**src/rtl/rsq_pkg.sv**
```systemverilog
package rsq_pkg;

    function automatic int cnt_width(input int n);
        return (n < 2) ? 1 : $clog2(n);
    endfunction

    typedef enum logic [1:0] {
        TMR_HELD     = 2'd0,
        TMR_COUNTING = 2'd1,
        TMR_RELEASED = 2'd2
    } tmr_state_e;

    typedef struct packed {
        logic mr_active;
        logic wd_active;
        logic rail_bad;
    } cause_t;

    function automatic logic any_cause(input cause_t c);
        return c.mr_active | c.wd_active | c.rail_bad;
    endfunction

endpackage

```
**src/rtl/rsq_sync.sv**
```systemverilog
module rsq_sync #(
    parameter int STAGES    = 2,
    parameter bit RESET_VAL = 1'b0
) (
    input  logic clk,
    input  logic rst,
    input  logic d,
    output logic q
);
    logic [STAGES-1:0] chain;

    always_ff @(posedge clk) begin
        if (rst) begin
            chain <= {STAGES{RESET_VAL}};
        end else begin
            chain <= {chain[STAGES-2:0], d};
        end
    end

    assign q = chain[STAGES-1];
endmodule

```
**src/rtl/rsq_glitch_filter.sv**
```systemverilog
module rsq_glitch_filter
    import rsq_pkg::*;
#(
    parameter int GLITCH_CYCLES = 4
) (
    input  logic clk,
    input  logic rst,
    input  logic ok,
    output logic bad
);
    localparam int CW = cnt_width(GLITCH_CYCLES);
    localparam logic [CW-1:0] LAST = CW'(GLITCH_CYCLES - 1);

    logic [CW-1:0] low_run;

    always_ff @(posedge clk) begin
        if (rst) begin
            low_run <= '0;
            bad     <= 1'b1;
        end else if (ok) begin
            low_run <= '0;
            bad     <= 1'b0;
        end else if (low_run == LAST) begin
            bad     <= 1'b1;
        end else begin
            low_run <= low_run + 1'b1;
        end
    end
endmodule

```
**src/rtl/rsq_hold_timer.sv**
```systemverilog
module rsq_hold_timer
    import rsq_pkg::*;
#(
    parameter int HOLD_CYCLES = 20
) (
    input  logic clk,
    input  logic rst,
    input  logic cause,
    output logic active
);
    localparam int CW = cnt_width(HOLD_CYCLES);
    localparam logic [CW-1:0] LAST = CW'(HOLD_CYCLES - 1);

    tmr_state_e    state;
    logic [CW-1:0] cnt;

    always_ff @(posedge clk) begin
        if (rst) begin
            state <= TMR_HELD;
            cnt   <= '0;
        end else if (cause) begin
            state <= TMR_HELD;
            cnt   <= '0;
        end else begin
            case (state)
                TMR_HELD, TMR_COUNTING: begin
                    if (cnt == LAST) begin
                        state <= TMR_RELEASED;
                        cnt   <= '0;
                    end else begin
                        state <= TMR_COUNTING;
                        cnt   <= cnt + 1'b1;
                    end
                end
                default: state <= TMR_RELEASED;
            endcase
        end
    end

    assign active = (state != TMR_RELEASED);
endmodule

```
**src/rtl/supply_reset_seq.sv**
```systemverilog
module supply_reset_seq
    import rsq_pkg::*;
#(
    parameter int NUM_RAILS     = 2,
    parameter int GLITCH_CYCLES = 4,
    parameter int HOLD_CYCLES   = 20,
    parameter int SYNC_STAGES   = 2
) (
    input  logic                 clk,
    input  logic                 rst,
    input  logic [NUM_RAILS-1:0] rail_ok,
    input  logic                 mrst_n,
    input  logic                 wd_req,
    output logic                 rst_hi,
    output logic                 rst_lo_n
);
    logic [NUM_RAILS-1:0] rail_bad;
    logic                 mr_sync;
    cause_t               causes;
    logic                 any_active;
    logic                 active;

    for (genvar i = 0; i < NUM_RAILS; i++) begin : g_rail
        rsq_glitch_filter #(
            .GLITCH_CYCLES(GLITCH_CYCLES)
        ) u_filt (
            .clk(clk),
            .rst(rst),
            .ok (rail_ok[i]),
            .bad(rail_bad[i])
        );
    end

    rsq_sync #(
        .STAGES   (SYNC_STAGES),
        .RESET_VAL(1'b0)
    ) u_mr_sync (
        .clk(clk),
        .rst(rst),
        .d  (mrst_n),
        .q  (mr_sync)
    );

    always_comb begin
        causes.mr_active = ~mr_sync;
        causes.wd_active = wd_req;
        causes.rail_bad  = |rail_bad;
        any_active       = any_cause(causes);
    end

    rsq_hold_timer #(
        .HOLD_CYCLES(HOLD_CYCLES)
    ) u_timer (
        .clk   (clk),
        .rst   (rst),
        .cause (any_active),
        .active(active)
    );

    assign rst_hi   = active;
    assign rst_lo_n = ~active;
endmodule

```
**config.mk**
```make
export PLATFORM = sky130hd
export DESIGN_NAME = supply_reset_seq
export DESIGN_NICKNAME = d
export VERILOG_FILES = /design/src/rtl/rsq_pkg.sv /design/src/rtl/rsq_sync.sv /design/src/rtl/rsq_glitch_filter.sv /design/src/rtl/rsq_hold_timer.sv /design/src/rtl/supply_reset_seq.sv
export SDC_FILE = /design/constraint.sdc
export NUM_CORES = 1
export LEC_CHECK = 0
export ABC_AREA = 0
export BUFFER_PORTS_ARGS = -buffer_cell sky130_fd_sc_hd__buf_2
export CORE_MARGIN = 1.5
export CORE_UTILIZATION = 40
export CTS_BUF_LIST = sky130_fd_sc_hd__clkbuf_16
export CTS_CLUSTER_DIAMETER = 40
export DETAILED_ROUTE_END_ITERATION = 10
export GPL_TIMING_DRIVEN = 0
export SYNTH_ARGS = -nofsm -noshare
export SYNTH_HDL_FRONTEND = slang
export SYNTH_SLANG_ARGS = --single-unit
```
**constraint.sdc**
```tcl
create_clock -name clk -period 1.2 [get_ports clk]
set_input_delay 0.24 -clock clk [delete_from_list [all_inputs] [get_ports clk]]
set_output_delay 0.24 -clock clk [all_outputs]
set_load 0.005 [all_outputs]
```
* Yosys cells after proc, flatten, opt, wreduce, memory -nomap -nowiden
Cells that the tools add are included.
** Operators by class
- Add/subtract/negate cells :: 3
- Multipliers :: 0
- Div/mod/pow operators :: 0
- Magnitude comparators :: 0
- Equal/unequal tests :: 5
- Shift-type cells :: 0
- Muxes and demuxes :: 7
- Bitwise gates (word level) :: 5
- Reductions and logical operators :: 9
** Operators by type and width (number)
- 2-bit OR reduction :: 5
- 5-bit by 1-bit adder with 5-bit output, second input constant :: 1
- 5-bit == test, second input constant :: 1
- 5-bit two-way mux :: 1
- 2-bit by 1-bit adder with 2-bit output, second input constant :: 2
- 2-bit == test, second input constant :: 2
- 1-bit two-way mux :: 4
- 2-bit two-way mux :: 2
- 2-bit nonzero test :: 2
- 1-bit NOT :: 3
- 3-bit OR reduction :: 1
- 2-bit by 1-bit == test with 1-bit output, second input constant :: 1
- 2-bit logical NOT :: 1
- 2-bit != test, second input constant :: 1
- 1-bit OR :: 2
** Storage, ports and cells
- Register bits :: 15
- Latch bits :: 0
- Bits in writable memories :: 0
- Memory bits (read-only) :: 0
- Word-level logic and storage cells :: 37
- Memories kept :: 0

* Logic depth before layout (Yosys ltp)
Gate-level depths: netlist of the first run.
- Depth after elaboration :: 4
- Depth in mapped cells :: 4
- Depth with buffers taken out :: 4

* Hierarchy
Synthesis of the first run repeated with hierarchy kept, for this count alone.
** Second synthesis, totals
- Cell total of the unflattened synthesis :: 59
- Area, all modules :: 625.6 µm²
** By module, submodules not included
- rsq_hold_timer :: times used 1, cells an instance 33, area an instance 324.1 µm²
- rsq_glitch_filter :: times used 2, cells an instance 10, area an instance 117.6 µm²
- rsq_sync :: times used 1, cells an instance 4, area an instance 52.6 µm²
- supply_reset_seq :: times used 1, cells an instance 2, area an instance 13.8 µm²

* Worst setup path after synthesis of the first run
No wires, ideal clock.
- Path kind :: flip-flop to flip-flop
- From :: register u_timer.cnt[0]
- To :: register u_timer.cnt[0]
- Library setup time :: 0.073 ns
- Data arrival time :: 1.136 ns
- Required time :: 1.127 ns
- Slack :: -0.009 ns
- Stages on the path, launching flop included :: 5
- Path buffers :: 0
- Clock period less this slack :: 1.209 ns
- Cell sequence :: dfxtp_1 > ha_1 > nor4bb_4 > or3_1 > a21oi_1
** Between the ends
- Cells in the longest elaborated chain, start to end :: 2
** Ends and longest elaborated chain
- start, declared :: line rsq_hold_timer.sv:15 : logic [CW-1:0] cnt;
- start signal, assigned :: line rsq_hold_timer.sv:32 : cnt <= cnt + 1'b1;
- 5-bit by 1-bit adder with 5-bit output or 5-bit == test (tied branches) :: line rsq_hold_timer.sv:32, rsq_hold_timer.sv:27
- 5-bit two-way mux (*) :: line rsq_hold_timer.sv:27 : if (cnt == LAST) begin
Mark *: on every way between the ends. The rest lies on a longest branch, timed or not.
A chain may end at the register's enable or synchronous reset.

* Worst setup path in the final report of the first run
Same ends and word-level chain as after synthesis.

==> run summary, run 1 <==
initial antenna violation count - 0
FF+latch count, synth - 15
Reg clk slew, reported paths - 50 ps
routed vias/inst - 4.85
post-synthesis sequential area ratio - 47.9%
synthesized instance count - 60
fin crit share - 99.6%
average wire per standard cell - 11.7 um
Hold EP - g_rail[1].u_filt.low_run[0]
share of cells above drive strength 1 - 31.6%
hold crit path type - input pin to register
max-slew violations - 0
Required @ worst endpoint - 1370 ps
layout net count - 86
HP Start - rail_ok[1]
Residual DRC - 0
Pleak - 0.342 nW
RSZ-0062 raised after global routing - true
CTS tree - done
pin count of the biggest net entering global routing - 11
Max clock buf depth - 2
Peak VDD IR - 0.904 mV
via count - 446
Cell variety after synth - 22
Tot GR Track Use - 13.0%
Crit. End Element - register
syn nets - 69
DRT antenna net count - 0
final setup fails - 0
row cnt - 14
crit path launch type - register
Hold Vio Cnt, Final - 0
Top Metal Used - met3
crit path kind - register to register
Inserted Clock Buffers - 3
Root Buffer - clkbuf_16
Critical R2R Capture - u_timer.cnt[0]
CTS Hold Bufs - 0
Max Fclk - 837 MHz
IO Port Bufs - 7
Pwr Total - 1.19 mW
FF-to-FF path depth - 4
WL met2 - 501 um
total grt overflow - 0
metal1 wirelength - 514 um
placed cells - 83
synth warn - 0
met3 WL post-DR - 58 um
First-pass DRT Iterations - 4
DIE AREA - 1810 sq um
WL final - 1070 um
number of global-route vias before repair - 437
core footprint - 1490 sq um
Fill cells - 138
clk_skew - 3.50 ps
DRT iter0 DRCs - 9
Tmin final - 1200 ps
IO Pins - 8
Clock Sinks - 15
commonest non-fill, non-tap cells in the layout - dfxtp_1 (13), buf_2 (7), nor3_1 (6), nor2_1 (6), buf_4 (5)
Avg Cell Area, Syn - 10.4 sq um
Diodes inserted - 0
Finished Layout Cells - 92
Pwr per Cell Area - 1440 nW/um^2
Max Cap Viol - 0
worst slew pin tran - 340 ps
global placer's final weighted congestion - 0.784
flop-to-flop setup slack - 5 ps
chip width - 42.6 um
Worst-Skew Late Latency - 240 ps
Die Ht - 42.6 um
Post-Syn Area - 627 sq um
FF-to-FF Start - u_timer.cnt[0]
Worst slew margin - 77.3%
Final HPWL DP - 634 um
hold path depth - 2
H-tree Lvls - 1
P&R area growth vs syn - 32.1%
worst-path maximum fanout - 4
status - completed
CP arrival - 1360 ps
first-pass GRT wire length - 1710 um
leading cell type in the layout, fill and taps excluded - dfxtp_1
Initial Util - 42.1%
kinds of logic after synthesis:
family                     count (synthesis)  share of synthesized area (%)
and+or+nand+nor                           27                           27.9
DFF                                       15                           47.9
AOI/OAI and AO/OA                          8                           8.38
xor gates and xnor gates                   3                           4.19
adders and majority gates                  3                           5.99
buffers and inverters                      2                           2.39
muxes                                      2                           3.19
metal layers:
layer | up-vias | global-route usage (%)
li1 | 240 | -
met1 | 197 | 13.9
met2 | 9 | 21.5
met3 | 0 | 7.76
met4 | 0 | 3.75
met5 | - | 0
where the power goes:
part | internal, mW | switching, mW | total, mW
combinational | 0.0203 | 0.0170 | 0.0372
clock | 0.441 | 0.194 | 0.635
sequential | 0.510 | 0.00728 | 0.517
total | 0.971 | 0.218 | 1.19
registers in the layout (all words and copies together) (netlist names):
register               cells
g_rail.u_filt.bad          2
g_rail.u_filt.low_run      4
u_mr_sync.chain            2
u_timer.cnt                5
u_timer.state              2
layout make-up:
class | count | area (sq um) | share of cell area, %
plain buffers | 1 | 11.3 | 1.36
flip-flops and latches | 15 | 308 | 37.2
well taps | 16 | 20.0 | 2.42
inverters | 1 | 3.75 | 0.453
multi-input cells | 43 | 334 | 40.3
repair buffers | 12 | 72.6 | 8.76
clock inverters | 1 | 3.75 | 0.453
clock buffers | 3 | 75.1 | 9.06
cell usage after synthesis (all sizes together):
cell,instances,area share [%]
a21oi,3,3.0
a2bb2oi,1,1.4
buf,1,1.8
dfxtp,15,48
ha,3,6.0
inv,1,0.60
mux2i,2,3.2
nand2,2,1.2
nand2b,3,4.2
nand3b,1,1.2
nand4b,1,1.4
nor2,6,3.6
nor2b,4,4.0
nor3,6,4.8
nor4bb,2,5.6
o21ai,2,1.6
o21bai,2,2.4
or3,2,2.0
xor2,3,4.2
repair_timing:
action	4_1_cts	5_1_grt
endpoints found under the setup margin	2	3
resized for setup	3	4
setup buffers	0	5
pin swaps	1	1
how the worst max path moves through the flow:
stage                              start             end  slack (ps)  cells after the start
after detailed placement  u_timer.cnt[0]  u_timer.cnt[1]         -70                      4
final                     u_timer.cnt[0]  u_timer.cnt[0]           5                      4
after global placement    u_timer.cnt[0]  u_timer.cnt[1]         -70                      4
after floorplan           u_timer.cnt[0]  u_timer.cnt[0]          30                      4
after global routing      u_timer.cnt[0]  u_timer.cnt[0]         -40                      4
after CTS                 u_timer.cnt[0]  u_timer.cnt[0]           5                      4
through the flow:
stage	util, %	setup WS [ps]	hold slack (ps)	setup TNS [ps]	area (sq um)
after floorplan	-	34.3	312	0	629
after global placement	46.0	-73.4	417	-101	684
after detailed placement	46.0	-67.7	430	-98.6	684
after CTS	52.1	5.02	187	0	776
after global routing	55.6	-41.5	197	-56.4	828
final	55.6	4.97	189	0	828
critical path: stages (launching register included):
cell and delay, ps:
dfxtp_4 350, ha_4 160, nor4bb_4 160, or3_1 340, a21oi_2 110
(Power assumes the default switching activity.)
==> run 2: changes to the inputs <==
==> constraint.sdc (replaced) <==
create_clock -name clk -period 1.3 [get_ports clk]
set_input_delay 0.26 -clock clk [delete_from_list [all_inputs] [get_ports clk]]
set_output_delay 0.26 -clock clk [all_outputs]
set_load 0.005 [all_outputs]
==> run 2 against run 1 <==
Hold slack better by 25 ps. Clock skew hardly changed. First-iteration DRC count is 67% lower. Fmax is 1.9% lower. Sequential share of layout area is 1.3 points higher. Highest routed layer is now met4. Sequential cell count stayed put. Clock power is 9.6% lower. Largest cell class unchanged. Register-to-register slack better by 80 ps. Global-route usage is 0.55 points lower. Cell count is 4.3% lower.
==> run summary, run 2 (synthesized netlist as in run 1, its figures left out) <==
fin util - 52.4% (-3.2 points)
Inserted Clock Buffers - 3 (unchanged)
routed vias/inst - 5.02 (+3.6%)
Die Ht - 42.6 um (unchanged)
CTS tree - done
number of global-route vias before repair - 399 (-8.7%)
chip width - 42.6 um (unchanged)
worst setup margin - 81.4 ps (+76.5 ps)
Worst-Skew Late Latency - 240 ps (about the same)
H-tree Lvls - 1 (unchanged)
Hold EP - g_rail[1].u_filt.low_run[0]
WL final - 907 um (-16%)
Initial Util - 42.1% (unchanged)
Worst slew margin - 80.9% (+3.6 points)
status - completed
P&R area growth vs syn - 24.6%
FF-to-FF path depth - 4 (unchanged)
placed cells - 83 (unchanged)
Root Buffer - clkbuf_16
HP Start - rail_ok[1]
total grt overflow - 0 (unchanged)
Tot GR Track Use - 12.5% (-0.55 points)
via count - 442 (-0.90%)
DIE AREA - 1810 sq um (unchanged)
First-pass DRT Iterations - 4 (unchanged)
Largest Register - u_timer.cnt
Critical R2R Capture - u_timer.cnt[0]
Diodes inserted - 0 (unchanged)
hold path depth - 2 (unchanged)
leading cell type in the layout, fill and taps excluded - dfxtp_1
GRT Max-Usage Layer - met2
hold crit path type - input pin to register
row cnt - 14 (unchanged)
Required @ worst endpoint - 1470 ps (+100 ps)
share of cells above drive strength 1 - 22.2% (-9.4 points)
Pwr Total - 1.09 mW (-8.3%)
Pleak - 0.319 nW (-6.7%)
Finished Layout Cells - 88 (-4.3%)
worst-path maximum fanout - 4 (unchanged)
average wire per standard cell - 10.3 um (-12%)
flop-to-flop setup slack - 80 ps (+80 ps)
max FFs per register - 5 (unchanged)
IO Port Bufs - 7 (unchanged)
CTS Hold Bufs - 0 (unchanged)
met3 usage - 3.88% (-3.9 points)
Max clock buf depth - 2 (unchanged)
Hold Vio Cnt, Final - 0 (unchanged)
FF-to-FF Start - u_timer.cnt[0]
Max Fclk - 821 MHz (-1.9%)
pin count of the biggest net entering global routing - 11 (unchanged)
initial antenna violation count - 0 (unchanged)
routing usage on met1 - 16.5% (+2.6 points)
Pwr per Cell Area - 1400 nW/um^2 (-2.7%)
Setup WS pre-CTS - -3.09 ps (+64.6 ps)
Fill cells - 135 (-2.2%)
Max Cap Viol - 0 (unchanged)
crit path launch type - register
Reg clk slew, reported paths - 50 ps (about the same)
Tmin final - 1220 ps (+23.5 ps)
Final HPWL DP - 618 um (-2.5%)
RSZ-0062 raised after global routing - false
Clock Sinks - 15 (unchanged)
final setup fails - 0 (unchanged)
Residual DRC - 0 (unchanged)
global placer's final weighted congestion - 0.691 (-12%)
Peak VDD IR - 0.920 mV (+1.7%)
commonest non-fill, non-tap cells in the layout - dfxtp_1 (15), buf_2 (7), nor3_1 (6), nor2_1 (6), nor2b_1 (4)
core footprint - 1490 sq um (unchanged)
fin crit share - 93.7% (-5.8 points)
crit path kind - register to register
Global Route met2 Usage - 16.6% (-4.9 points)
IO Pins - 8 (unchanged)
first-pass GRT wire length - 1640 um (-4.0%)
Largest regs - u_timer.cnt x5, g_rail.u_filt.low_run x4
clk_skew - 3.13 ps (-0.368 ps)
max-slew violations - 0 (unchanged)
DRT iter0 DRCs - 3 (-6)
CP arrival - 1390 ps (+30 ps)
Crit. End Element - register
worst slew pin tran - 286 ps (-54.3 ps)
layout net count - 82 (-4.7%)
DRT antenna net count - 0 (unchanged)
## run 2: cell count changes in the layout (fill, tap and decap cells not counted)
cell       previous run  this run
buf_4                 5         1
dfxtp_1              13        15
dfxtp_4               2         0
a21oi_1               1         2
a21oi_2               2         1
a2bb2oi_1             0         1
a2bb2oi_2             1         0
## run 2: how the worst max path moves through the flow
stage                         from              to  slack, ps  cells past startpoint
finish              u_timer.cnt[0]  u_timer.cnt[0]         80                      4
global route        u_timer.cnt[0]  u_timer.cnt[0]         10                      4
CTS                 u_timer.cnt[0]  u_timer.cnt[0]         10                      4
detailed placement  u_timer.cnt[0]  u_timer.cnt[1]         -3                      4
global placement    u_timer.cnt[0]  u_timer.cnt[1]         20                      4
floorplan           u_timer.cnt[0]  u_timer.cnt[0]         90                      4
## run 2: routing by layer
layer	routed length [um]	up-vias
li1	-	235
met1	486	194
met2	355	10
met3	38	3
met4	27	0
met5	0	-
## run 2: area by class of cell
class                           instances  area (sq um)  share of cell area [%]
Clock inverter                          1          3.75                   0.481
Clock buffer                            3          75.1                    9.62
Inverter                                1          3.75                   0.481
Timing Repair Buffer                    8          42.5                    5.45
Sequential cell                        15           300                    38.5
Tap cell                               16          20.0                    2.56
Buffer                                  1          11.3                    1.44
Multi-Input combinational cell         43           324                    41.5
## run 2: power breakdown
group	switching [mW]	total [mW]	internal (mW)
Combinational	0.0156	0.0341	0.0185
Sequential	0.00702	0.482	0.475
Clock	0.169	0.574	0.406
## run 2: metrics by stage
stage          cell area, sq um  hold WS (ps)  setup TNS (ps)
2_1_floorplan               627           332               0
3_3_place_gp                682           422               0
3_5_place_dp                682           428           -3.09
4_1_cts                     768           212               0
5_1_grt                     781           218               0
6_report                    781           214               0
## run 2: worst max-delay path: stages, from the launching register on
cell and delay [ps]:
dfxtp_1 350, ha_4 190, nor4bb_4 160, or3_1 310
a21oi_1 140
## run 2: what timing repair did
| action | CTS | global route |
|---|---|---|
| pin swaps | 0 | 1 |
| gates resized for setup | 0 | 2 |
| buffers inserted | 1 | 0 |
| setup endpoints to repair | 1 | 5 |
